<file path="src/rtl/mgmt_phy_pkg.sv">
package mgmt_phy_pkg;

  localparam int CMD_W     = 32;
  localparam int FIELD_W   = 10;
  localparam int PAYLOAD_W = 16;

  typedef struct packed {
    logic [3:0]           rsvd;
    logic                 valid;
    logic                 rd_op;
    logic [FIELD_W-1:0]   field;
    logic [PAYLOAD_W-1:0] payload;
  } cmd_t;

  localparam logic [31:0] PHY_ID     = 32'h0141_0E20;
  localparam logic [15:0] LINK_UP    = 16'h0004;
  localparam logic [15:0] ANEG_ABLE  = 16'h0008;

  localparam int NUM_ENTRIES = 3;

  function automatic logic [FIELD_W-1:0] entry_key(input int idx);
    case (idx)
      0:       entry_key = 10'h021;
      1:       entry_key = 10'h041;
      default: entry_key = 10'h061;
    endcase
  endfunction

  function automatic logic [PAYLOAD_W-1:0] entry_val(input int idx);
    case (idx)
      0:       entry_val = LINK_UP | ANEG_ABLE;
      1:       entry_val = PHY_ID[31:16];
      default: entry_val = PHY_ID[15:0];
    endcase
  endfunction

endpackage

</file>
<file path="src/rtl/mgmt_rst_sync.sv">
module mgmt_rst_sync #(
  parameter int STAGES = 2
) (
  input  logic clk,
  input  logic rst_n,
  output logic rst_sync_n
);

  logic [STAGES-1:0] chain_q;
  logic [STAGES-1:0] chain_d;

  always_comb begin
    chain_d = {chain_q[STAGES-2:0], 1'b1};
  end

  always_ff @(posedge clk or negedge rst_n) begin
    if (!rst_n) begin
      chain_q <= '0;
    end else begin
      chain_q <= chain_d;
    end
  end

  assign rst_sync_n = chain_q[STAGES-1];

endmodule

</file>
<file path="src/rtl/mgmt_cmd_reg.sv">
module mgmt_cmd_reg
  import mgmt_phy_pkg::*;
(
  input  logic       clk,
  input  logic       rst_n,
  input  logic       load_en,
  input  logic [CMD_W-1:0] load_val,
  output cmd_t       cmd
);

  cmd_t cmd_q;
  cmd_t cmd_d;

  always_comb begin
    cmd_d = cmd_q;
    if (load_en) begin
      cmd_d = cmd_t'(load_val);
    end
  end

  always_ff @(posedge clk or negedge rst_n) begin
    if (!rst_n) begin
      cmd_q <= '0;
    end else begin
      cmd_q <= cmd_d;
    end
  end

  assign cmd = cmd_q;

endmodule

</file>
<file path="src/rtl/mgmt_resp_table.sv">
module mgmt_resp_table
  import mgmt_phy_pkg::*;
(
  input  cmd_t             cmd,
  output logic [CMD_W-1:0] resp
);

  logic [NUM_ENTRIES-1:0] hit;
  logic [PAYLOAD_W-1:0]   hit_val [NUM_ENTRIES];
  logic [PAYLOAD_W-1:0]   merged;
  cmd_t                   ans;

  for (genvar gi = 0; gi < NUM_ENTRIES; gi++) begin : g_entry
    assign hit[gi]     = (cmd.field == entry_key(gi));
    assign hit_val[gi] = hit[gi] ? entry_val(gi) : '0;
  end

  always_comb begin
    merged = '0;
    for (int i = 0; i < NUM_ENTRIES; i++) begin
      merged = merged | hit_val[i];
    end
  end

  always_comb begin
    ans = '0;
    if (cmd.rd_op) begin
      ans.valid   = 1'b1;
      ans.payload = merged;
    end
  end

  assign resp = ans;

endmodule

</file>
<file path="src/rtl/mgmt_phy_resp.sv">
module mgmt_phy_resp
  import mgmt_phy_pkg::*;
#(
  parameter int              ADDR_W      = 12,
  parameter logic [ADDR_W-1:0] CMD_OFFSET = 12'h010,
  parameter int              SYNC_STAGES = 2
) (
  input  logic              clk,
  input  logic              rst_n,
  input  logic [ADDR_W-1:0] bus_addr,
  input  logic              bus_we,
  input  logic [CMD_W-1:0]  bus_wdata,
  input  logic              bus_re,
  output logic [CMD_W-1:0]  bus_rdata
);

  logic             rst_int_n;
  logic             sel;
  logic             cmd_load;
  cmd_t             cmd_q;
  logic [CMD_W-1:0] resp;
  logic [CMD_W-1:0] rdata_q;
  logic [CMD_W-1:0] rdata_d;

  mgmt_rst_sync #(.STAGES(SYNC_STAGES)) u_rst (
    .clk        (clk),
    .rst_n      (rst_n),
    .rst_sync_n (rst_int_n)
  );

  assign sel      = (bus_addr == CMD_OFFSET);
  assign cmd_load = bus_we & sel;

  mgmt_cmd_reg u_cmd (
    .clk      (clk),
    .rst_n    (rst_int_n),
    .load_en  (cmd_load),
    .load_val (bus_wdata),
    .cmd      (cmd_q)
  );

  mgmt_resp_table u_tbl (
    .cmd  (cmd_q),
    .resp (resp)
  );

  always_comb begin
    rdata_d = rdata_q;
    if (bus_re) begin
      rdata_d = sel ? resp : '0;
    end
  end

  always_ff @(posedge clk or negedge rst_int_n) begin
    if (!rst_int_n) begin
      rdata_q <= '0;
    end else begin
      rdata_q <= rdata_d;
    end
  end

  assign bus_rdata = rdata_q;

endmodule

</file>
<file path="config.mk">
export PLATFORM = sky130hd
export DESIGN_NAME = mgmt_phy_resp
export DESIGN_NICKNAME = d
export VERILOG_FILES = /design/src/rtl/mgmt_phy_pkg.sv /design/src/rtl/mgmt_rst_sync.sv /design/src/rtl/mgmt_cmd_reg.sv /design/src/rtl/mgmt_resp_table.sv /design/src/rtl/mgmt_phy_resp.sv
export SDC_FILE = /design/constraint.sdc
export NUM_CORES = 1
export LEC_CHECK = 0
export ABC_AREA = 1
export BUFFER_PORTS_ARGS = -buffer_cell sky130_fd_sc_hd__buf_2
export CAP_MARGIN = 25
export CORE_UTILIZATION = 25
export CTS_BUF_LIST = sky130_fd_sc_hd__clkbuf_8 sky130_fd_sc_hd__clkbuf_16
export CTS_CLUSTER_SIZE = 14
export DETAILED_ROUTE_END_ITERATION = 10
export PLACE_DENSITY = 0.43
export SLEW_MARGIN = 20
export SYNTH_ARGS = -nofsm -noshare
export SYNTH_HDL_FRONTEND = slang
export SYNTH_HIERARCHICAL = 1
export SYNTH_SLANG_ARGS = --single-unit
export TNS_END_PERCENT = 20
</file>
<file path="constraint.sdc">
create_clock -name clk -period 1.99 [get_ports clk]
set_input_delay 0.0995 -clock clk [delete_from_list [all_inputs] [get_ports clk]]
set_output_delay 0.0995 -clock clk [all_outputs]
set_load 0.02 [all_outputs]
</file>
# After elaboration in Yosys (flattened, before gate mapping)
# Cells that the tools add are included.
# word_totals
regBits	45
inputBits	48
elab_cells	17
# op_classes
n_eq_ne	4
n_mux	6
bitwise	3
# ops
operator	count
$or 16x16->16	2
$mux 28	1
$eq 10x7->1 const B	2
$mux 16	1
$eq 12x5->1 const B	1
$mux 12	1
$eq 10x6->1 const B	1
$mux 9	1
$mux 4	1
$and 1x1->1	1
$mux 1	1

# Longest topological paths before layout
# Gate-level depths: netlist of the first run.
# logic_depth
ltp_word	6
mapped_depth	11
mapped_depth_nobuf	9

# Modules after synthesis
# The synthesis of the first run kept the hierarchy.
# by_module_without_submodules
mod	instances	cells_each	area_per_inst_um2	seq_area_each_um2
mgmt_phy_resp	1	221	1720.4	800.8
mgmt_cmd_reg	1	136	1292.5	800.8
mgmt_resp_table	1	55	322.8	0.0
mgmt_rst_sync	1	3	53.8	50.0

# Worst setup path after synthesis of the first run
# OpenSTA, ideal clock, no wires.
# synth_timing
kind	input -> register
from	in bus_addr[3]
to	reg, netlist name u_cmd/cmd[26]
setup_time_ns	0.116
t_arrival_ns	1.104
required_time_ns	1.874
setup_slack_ns	0.769
path_stages	11
n_path_buf	4
path_cell_list	nor2_1 and2_1 buf_6 buf_12 nand2_1 nor2_1 buf_6 inv_8 buf_12 nand2_2 nand2_1
# synth_via
elab_chain_len	2
# synth_lines
element	line_no	source
start, declared	mgmt_phy_resp.sv:10	input logic [ADDR_W-1:0] bus_addr,
$eq 12x5->1	mgmt_phy_resp.sv:31	assign sel = (bus_addr == CMD_OFFSET);
$and 1x1->1	mgmt_phy_resp.sv:32	assign cmd_load = bus_we & sel;
via cmd_load	mgmt_phy_resp.sv:19	logic cmd_load;
# The timed path passes the listed nets, and every way through them passes these cells.
# A chain may end at the register's enable or synchronous reset.

# Worst setup path in the final report of the first run
# layout_timing
from	reg, netlist name u_cmd/cmd[17]
to	reg rdata_q[9] (netlist: bus_rdata[9])
# layout_via
elab_chain_len	5
# layout_lines
element	line_no	source
$eq 10x7->1	mgmt_resp_table.sv:14	assign hit[gi] = (cmd.field == entry_key(gi));
$mux 12	mgmt_resp_table.sv:15	assign hit_val[gi] = hit[gi] ? entry_val(gi) : '0;
$or 16x16->16	mgmt_resp_table.sv:21	merged = merged | hit_val[i];
$mux 16	mgmt_resp_table.sv:27	if (cmd.rd_op) begin
$mux 28	mgmt_phy_resp.sv:50	rdata_d = sel ? resp : '0;
end signal, assigned	mgmt_phy_resp.sv:58	rdata_q <= rdata_d;
end, declared	mgmt_phy_resp.sv:22	logic [CMD_W-1:0] rdata_q;
# Every way passes these cells.

==> results of run 1 <==
## through the flow
step           setup WS, ps  instance area, sq um
3_3_place_gp            644                  2770
4_1_cts                 594                  2950
5_1_grt                 390                  2950
2_1_floorplan           645                  2670
6_report                627                  2950
3_5_place_dp            641                  2770
## routing by layer
layer / share of wire / GRT usage / vias up / routed length [microns]
li1: - / - / 1014 / -
met1: 0.49 / 0.135 / 843 / 2490
met2: 0.46 / 0.173 / 39 / 2330
met3: 0.045 / 0.0257 / 7 / 228
met4: 0.0088 / 0.0245 / 0 / 45
met5: 0 / 0 / - / 0
## sequential cells by signal, summed over array words and instances (netlist names)
name,count
u_rst/chain_q,2
bus_rdata,32
u_cmd/cmd,11
## worst paths after layout
| kind | from | to | slack, ps |
|---|---|---|---|
| min reg2reg | u_rst/chain_q[1] | bus_rdata[6] | 290 |
| max in group asynchronous | u_rst/chain_q[1] | bus_rdata[23] | 1080 |
| max reg2reg | u_cmd/cmd[17] | bus_rdata[9] | 630 |
| max | u_cmd/cmd[17] | bus_rdata[9] | 630 |
| min in group asynchronous | rst_n | u_rst/chain_q[1] | 100 |
| min | bus_wdata[22] | u_cmd/cmd[22] | 10 |
## power by group
part	internal, uW	switching (uW)
sequential	917	12.0
clock	274	311
combinational	48.3	67.6
total	1240	390
## worst max-delay path: cells and delay by family (launching register included)
kind / cells / cell delay [ps]
AND/OR/NAND/NOR: 7 / 780
flip-flops: 1 / 390
buffers and inverters: 2 / 130
## final cells by class
| class | instances | share of cell area |
|---|---|---|
| flip-flops and latches | 45 | 0.382 |
| multi-input cells | 211 | 0.323 |
| repair buffers | 74 | 0.147 |
| inverters | 46 | 0.0610 |
| well taps | 133 | 0.0564 |
| clock buffers | 6 | 0.0280 |
| clock inverters | 2 | 0.00254 |
==> results.sh, run 1 <==
export IMPL_p_total_uw=1630
export IMPL_clockBufferDepth=2
export IMPL_path_max_fanout=4
export IMPL_fin_tns_setup_ps=0
export IMPL_cts_buffers=5
export IMPL_drtAntennaViolNets=0
export IMPL_arrival_ps=1600
export IMPL_cts_root_buffer="clkbuf_8"
export IMPL_avgSynthCellArea_sq_um=7.89
export IMPL_die_area_sq_um=10800
export IMPL_final_nets=431
export IMPL_core_area_sq_um=9910
export IMPL_mostFrequentLayoutCells="nand2_1, buf_2, inv_1, dfrtp_1, conb_1"
export IMPL_drcViolationCount=0
export IMPL_place_inst=500
export IMPL_crit_chain="inv_1 -> nand2_1 -> nor2_2 -> nand2_1 -> nor2_1 -> nand2_1 -> inv_1 -> nand3_1 -> nand2_1"
export IMPL_end_kind="flop"
export IMPL_pin_count=80
export IMPL_area_growth_pct=13.7
export IMPL_vias_per_cell=3.68
export IMPL_wl_microns=5100
export IMPL_hold_class="primary input to flop"
export IMPL_drt_iter0_drc=52
export IMPL_final_common_cell="nand2_1"
export IMPL_max_cap_viol_count=0
export IMPL_status="complete, no violations"
export IMPL_max_freq_ghz=0.734
export IMPL_netlist_instances=329
export IMPL_fillers=1132
export IMPL_relSlewSlack=0.579
export IMPL_mappedNetlistArea_sq_um=2590
export IMPL_final_util=0.298
export IMPL_grt_usage=0.104
export IMPL_drt_pass1_iterations=4
export IMPL_peakVddDrop_mv=0.226
export IMPL_fin_crit_ps=1360
export IMPL_post_cts_buffers=0
export IMPL_rsz0062_at_grt="no"
export IMPL_start_util=0.262
export IMPL_crit_required_ps=2220
export IMPL_p_per_area_nw_per_um2=552
export IMPL_drive_gt1_frac=0.263
export IMPL_finalHoldViolations=0
export IMPL_hold_buffers=9
export IMPL_hpwlAfterDp_microns=3330
export IMPL_crit_type="flop to flop"
export IMPL_start_kind="flop"
export IMPL_max_stage_delay_ps=390
export IMPL_die_h_microns=104
export IMPL_drv_slew=0
export IMPL_gp_congestion=0.753
export IMPL_worst_pin_slew_ps=632
export IMPL_num_vias=1903
export IMPL_crit_path_frequent_cell="nand2_1"
export IMPL_clk_pin_slew_ps=90
export IMPL_fin_skew_ps=9.31
export IMPL_grt_pass1_vias=1918
export IMPL_period_share=0.685
export IMPL_rr_worst_depth=9
export IMPL_grt_ovfl_total=0
export IMPL_grt_max_degree=33
export IMPL_h_tree_depth=2
export IMPL_crit_path_top_delay_cell="dfrtp_1"
export IMPL_grt_pass1_wl_microns=9160
export IMPL_grt_antenna_before_repair=1
export IMPL_worstHoldPathCells=3
export IMPL_wire_per_inst_microns=9.86
export IMPL_multiInputGateArea_sq_um=955
export IMPL_holdWs_ps=14.9
export IMPL_die_w_microns=104
export IMPL_cts_tree="done"
export IMPL_layoutNonFillerInstCount=517
export IMPL_ctsResizeCount=0
export IMPL_clock_sinks=45
export IMPL_clock_latency_ps=300
export IMPL_rows=36
export IMPL_leakagePower_uw=0.00195
export IMPL_setup_viol=0
export IMPL_antenna_cells=0
export IMPL_yosysWarningCount=6
export IMPL_io_buffers=58
export IMPL_seq_area_sq_um=1130
No activity file was read; power rests on OpenSTA's default activity.
==> run 2, diff against run 1 <==
==> constraint.sdc (replaced) <==
create_clock -name clk -period 1.1 [get_ports clk]
set_input_delay 0.055 -clock clk [delete_from_list [all_inputs] [get_ports clk]]
set_output_delay 0.055 -clock clk [all_outputs]
set_load 0.02 [all_outputs]
==> results.sh, run 2 (same netlist as run 1, synthesis figures left out) <==
export IMPL_seqPwrFrac=0.547
export IMPL_arrival_ps=1450
export IMPL_gp_congestion=0.719
export IMPL_io_buffers=58
export IMPL_peakVddDrop_mv=0.539
export IMPL_clock_latency_ps=290
export IMPL_core_area_sq_um=9910
export IMPL_place_area_sq_um=2880
export IMPL_hold_class="primary input to async pin"
export IMPL_rows=36
export IMPL_final_common_cell="nand2_1"
export IMPL_pwr_share_comb=0.085
export IMPL_drtAntennaViolNets=0
export IMPL_fin_tns_setup_ps=-842
export IMPL_power_frac_clock=0.368
export IMPL_design_area_sq_um=3150
export IMPL_path_max_fanout=4
export IMPL_grt_antenna_before_repair=0
export IMPL_drt_iter0_drc=29
export IMPL_place_inst=510
export IMPL_cts_buffers=5
export IMPL_max_freq_ghz=0.820
export IMPL_timing_rr_start="u_cmd/cmd[17]"
export IMPL_drive_gt1_frac=0.303
export IMPL_violations="setup timing"
export IMPL_clk_pin_slew_ps=90
export IMPL_hpwlAfterDp_microns=3640
export IMPL_p_per_area_nw_per_um2=967
export IMPL_cts_tree="done"
export IMPL_drcViolationCount=0
export IMPL_max_cap_viol_count=0
export IMPL_holdWs_ps=73.1
export IMPL_crit_type="flop to flop"
export IMPL_sw_frac_of_total=0.230
export IMPL_die_h_microns=104
export IMPL_mostFrequentLayoutCells="nand2_1, buf_2, inv_1, dfrtp_1, conb_1"
export IMPL_netSwitchingPower_uw=700
export IMPL_num_vias=1925
export IMPL_drv_slew=0
export IMPL_grt_pass1_wl_microns=9350
export IMPL_fin_skew_ps=8.07
export IMPL_p_int_uw=2340
export IMPL_grt_pass1_vias=2001
export IMPL_leakagePower_uw=0.00205
export IMPL_die_w_microns=104
export IMPL_vias_per_cell=3.62
export IMPL_timing_final_ws_setup_ps=-119
export IMPL_largest_reg_flops=32
export IMPL_wire_per_inst_microns=9.84
export IMPL_finalHoldViolations=0
export IMPL_antenna_cells=0
export IMPL_h_tree_depth=2
export IMPL_setup_viol=9
export IMPL_area_growth_pct=21.3
export IMPL_period_share=1.11
export IMPL_grt_usage=0.107
export IMPL_drt_pass1_iterations=4
export IMPL_final_nets=446
export IMPL_grt_ovfl_total=0
export IMPL_die_area_sq_um=10800
export IMPL_grt_max_degree=29
export IMPL_rsz0062_at_grt="yes"
export IMPL_start_util=0.262
export IMPL_end_kind="flop"
export IMPL_layoutNonFillerInstCount=532
export IMPL_clockBufferDepth=2
export IMPL_critPathLaunch="u_cmd/cmd[17]"
export IMPL_pin_count=80
export IMPL_fin_crit_ps=1220
export IMPL_clock_sinks=45
export IMPL_final_util=0.318
export IMPL_crit_required_ps=1330
export IMPL_cts_root_buffer="clkbuf_8"
export IMPL_status="finished, violations left"
export IMPL_start_kind="flop"
export IMPL_wl_microns=5240
-- run 2: changes by cell type in the layout (fill, tap and decap cells not counted) --
cell | previous run | this run
nor2_4 | 0 | 1
inv_1 | 47 | 45
nand2_1 | 130 | 128
nand3_1 | 20 | 19
nor2_1 | 9 | 6
buf_6 | 0 | 1
dlygate4sd3_1 | 9 | 12
nand3_2 | 13 | 14
clkinv_2 | 0 | 1
clkbuf_8 | 6 | 7
buf_12 | 0 | 3
nand2_2 | 9 | 11
buf_4 | 7 | 15
nor2_2 | 4 | 6
-- run 2: per-layer routing --
layer | vias to the layer above | wire (microns) | global-route usage
met2 | 35 | 2410 | 0.185
met4 | 0 | 36 | 0.0245
met3 | 5 | 197 | 0.0244
li1 | 1046 | - | -
met5 | - | 0 | 0
met1 | 839 | 2590 | 0.135
-- run 2: final timing paths --
| kind | to | slack (ps) | cells past startpoint |
|---|---|---|---|
| min | u_rst/chain_q[1] | 70 | 2 |
| max reg2reg | bus_rdata[10] | -120 | 10 |
| min in group clk | bus_rdata[27] | 140 | 4 |
| min reg2reg | bus_rdata[14] | 240 | 1 |
| max | bus_rdata[10] | -120 | 10 |
| max in group asynchronous | bus_rdata[25] | 680 | 1 |
-- run 2: worst max-delay path, cell delays in order, from the launching register on --
cell and delay, ps:
dfrtp_1 390, inv_1 60, nand2_1 60, nor2_2 150, nand2_2 70, nor2_2 100
buf_6 110, nand2_1 40, inv_1 50, nand3_1 70, nand2_1 70
-- run 2: through the flow --
stage,setup slack [ps],power [uW]
after floorplan,-90.2,1890
after global placement,-128,1920
after detailed placement,-145,1930
after CTS,-139,3100
after global routing,-242,3240
final,-119,3040
-- run 2: final cells by class --
class,count,area (sq um)
repair buffers,89,594
multi-input cells,211,977
clock buffers,7,96.3
clock inverters,1,5.00
flip-flops and latches,45,1130
inverters,46,180
fillers,1095,6760
well taps,133,166
-- run 2: power by group through the flow --
stage / registers (uW) / clock network [uW] / logic (uW)
after global routing: 1660 / 1270 / 299
final: 1660 / 1120 / 259
after detailed placement: 1700 / 0 / 229
after global placement: 1700 / 0 / 228
after CTS: 1660 / 1180 / 261
after floorplan: 1720 / 0 / 171
-- run 2: what timing repair did --
item                                    in CTS  in global routing
gates resized for setup                      2                  6
hold buffers                                12                  0
pin swaps                                    3                  3
endpoints found under the hold margin       13                  0
setup buffers                                0                  2
endpoints found under the setup margin       9                  9
==> run 3, diff against run 2 <==
--- a/config.mk
+++ b/config.mk
@@ -8,11 +8,11 @@
 export ABC_AREA = 1
 export BUFFER_PORTS_ARGS = -buffer_cell sky130_fd_sc_hd__buf_2
 export CAP_MARGIN = 25
-export CORE_UTILIZATION = 25
+export CORE_UTILIZATION = 38
 export CTS_BUF_LIST = sky130_fd_sc_hd__clkbuf_8 sky130_fd_sc_hd__clkbuf_16
 export CTS_CLUSTER_SIZE = 14
 export DETAILED_ROUTE_END_ITERATION = 10
-export PLACE_DENSITY = 0.43
+export PLACE_DENSITY = 0.6
 export SLEW_MARGIN = 20
 export SYNTH_ARGS = -nofsm -noshare
 export SYNTH_HDL_FRONTEND = slang
==> results.sh, run 3 (same netlist as run 1, synthesis figures left out) <==
export IMPL_status="finished, violations left"
export IMPL_violations="DRC, setup timing"
export IMPL_grt_ovfl_total=0
export IMPL_start_kind="flop"
export IMPL_cts_tree="done"
export IMPL_area_growth_pct=17.1
export IMPL_grt_max_degree=36
export IMPL_drcViolationCount=3
export IMPL_drt_pass1_iterations=9
export IMPL_die_w_microns=84.6
export IMPL_die_h_microns=84.6
export IMPL_crit_type="flop to flop"
export IMPL_grt_usage=0.147
export IMPL_finalHoldViolations=0
export IMPL_clockBufferDepth=2
export IMPL_timing_final_ws_setup_ps=-171
export IMPL_path_max_fanout=4
export IMPL_final_common_cell="nand2_1"
export IMPL_h_tree_depth=2
export IMPL_dp_slack_ps=-93.8
export IMPL_grt_antenna_before_repair=0
export IMPL_num_vias=1912
export IMPL_cts_buffers=5
export IMPL_period_share=1.16
export IMPL_fillers=656
export IMPL_max_freq_ghz=0.787
export IMPL_end_kind="flop"
export IMPL_p_total_uw=3040
export IMPL_vias_per_cell=4.03
export IMPL_max_cap_viol_count=0
export IMPL_cts_root_buffer="clkbuf_8"
export IMPL_peakVddDrop_mv=0.603
export IMPL_p_per_area_nw_per_um2=999
export IMPL_io_buffers=58
export IMPL_clock_latency_ps=290
export IMPL_setup_viol=9
export IMPL_crit_required_ps=1340
export IMPL_fin_crit_ps=1270
export IMPL_gp_congestion=0.714
export IMPL_hold_class="primary input to async pin"
export IMPL_leakagePower_uw=0.00203
export IMPL_rsz0062_at_grt="yes"
export IMPL_clock_sinks=45
export IMPL_clk_pin_slew_ps=80
export IMPL_wire_per_inst_microns=10.1
export IMPL_final_util=0.471
export IMPL_final_nets=445
export IMPL_drv_slew=0
export IMPL_core_area_sq_um=6460
export IMPL_drt_iter0_drc=93
export IMPL_largest_reg_flops=32
export IMPL_drive_gt1_frac=0.299
export IMPL_grt_pass1_wl_microns=8350
export IMPL_drtAntennaViolNets=0
export IMPL_grt_pass1_vias=1825
export IMPL_pin_count=80
export IMPL_rows=29
export IMPL_start_util=0.402
export IMPL_hpwlAfterDp_microns=3230
export IMPL_antenna_cells=0
export IMPL_mostFrequentLayoutCells="nand2_1, buf_2, inv_1, dfrtp_1, conb_1"
export IMPL_die_area_sq_um=7160
export IMPL_wl_microns=4790
export IMPL_arrival_ps=1510
export IMPL_fin_skew_ps=4.62
==> run 3: cell types whose count changed in the layout (fill, tap and decap cells not counted), sizes merged <==
| cell | delta |
|---|---|
| buf | -1 |
==> run 3: final cells by class <==
class | count | area (sq um) | share of cell area
flip-flops and latches | 45 | 1130 | 0.371
multi-input cells | 211 | 976 | 0.321
repair buffers | 88 | 558 | 0.184
inverters | 46 | 180 | 0.0593
clock buffers | 7 | 96.3 | 0.0317
well taps | 77 | 96.3 | 0.0317
clock inverters | 1 | 5.00 | 0.00165
==> run 3: worst paths after layout <==
path / endpoint / slack [ps] / cells after the start / start
worst min register to register: u_cmd/cmd[19] / 120 / 0 / u_rst/chain_q[1]
min in group clk: bus_rdata[31] / 120 / 4 / bus_re
worst max-delay path: bus_rdata[11] / -170 / 10 / u_cmd/cmd[18]
max in group asynchronous: bus_rdata[25] / 520 / 1 / u_rst/chain_q[1]
worst min-delay path: u_rst/chain_q[1] / 70 / 2 / rst_n
worst max register to register: bus_rdata[11] / -170 / 10 / u_cmd/cmd[18]
==> run 3: where the power goes <==
group,switching (uW),internal [uW]
combinational,136,103
clock,563,569
sequential,8.67,1660
total,707,2330
==> run 3: worst max-delay path: stages, from the launching register on <==
cell and delay, ps:
dfrtp_1 400, inv_1 60, nand2_1 60, nor2_2 130, nand2_1 80, nor2_1 110, buf_4 130, nand2_2 40
inv_2 50, nand3_2 70, nand2_2 80
==> run 3: repair_timing <==
action / 4_1_cts / 5_1_grt
resized for setup: 2 / 5
hold buffers: 12 / 0
pin swaps: 0 / 5
buffers inserted: 0 / 1
endpoints found under the hold margin: 13 / 0
endpoints found under the setup margin: 9 / 9
==> run 3: per-stage QoR <==
step	hold WS [ps]	cell area [sq um]	setup TNS, ps	cells
6_report	67.7	3040	-1130	475
5_1_grt	73.1	3040	-2240	475
4_1_cts	53.7	3020	-563	474
3_5_place_dp	-158	2790	-593	454
3_3_place_gp	-160	2790	-447	454
2_1_floorplan	-241	2680	-715	350
==> run 3: routing by layer <==
layer	up-vias	global-route usage	part of all wire
met4	0	0.0324	0.0035
met5	-	0	0
met3	3	0.0315	0.032
li1	1043	-	-
met1	834	0.187	0.47
met2	32	0.257	0.49
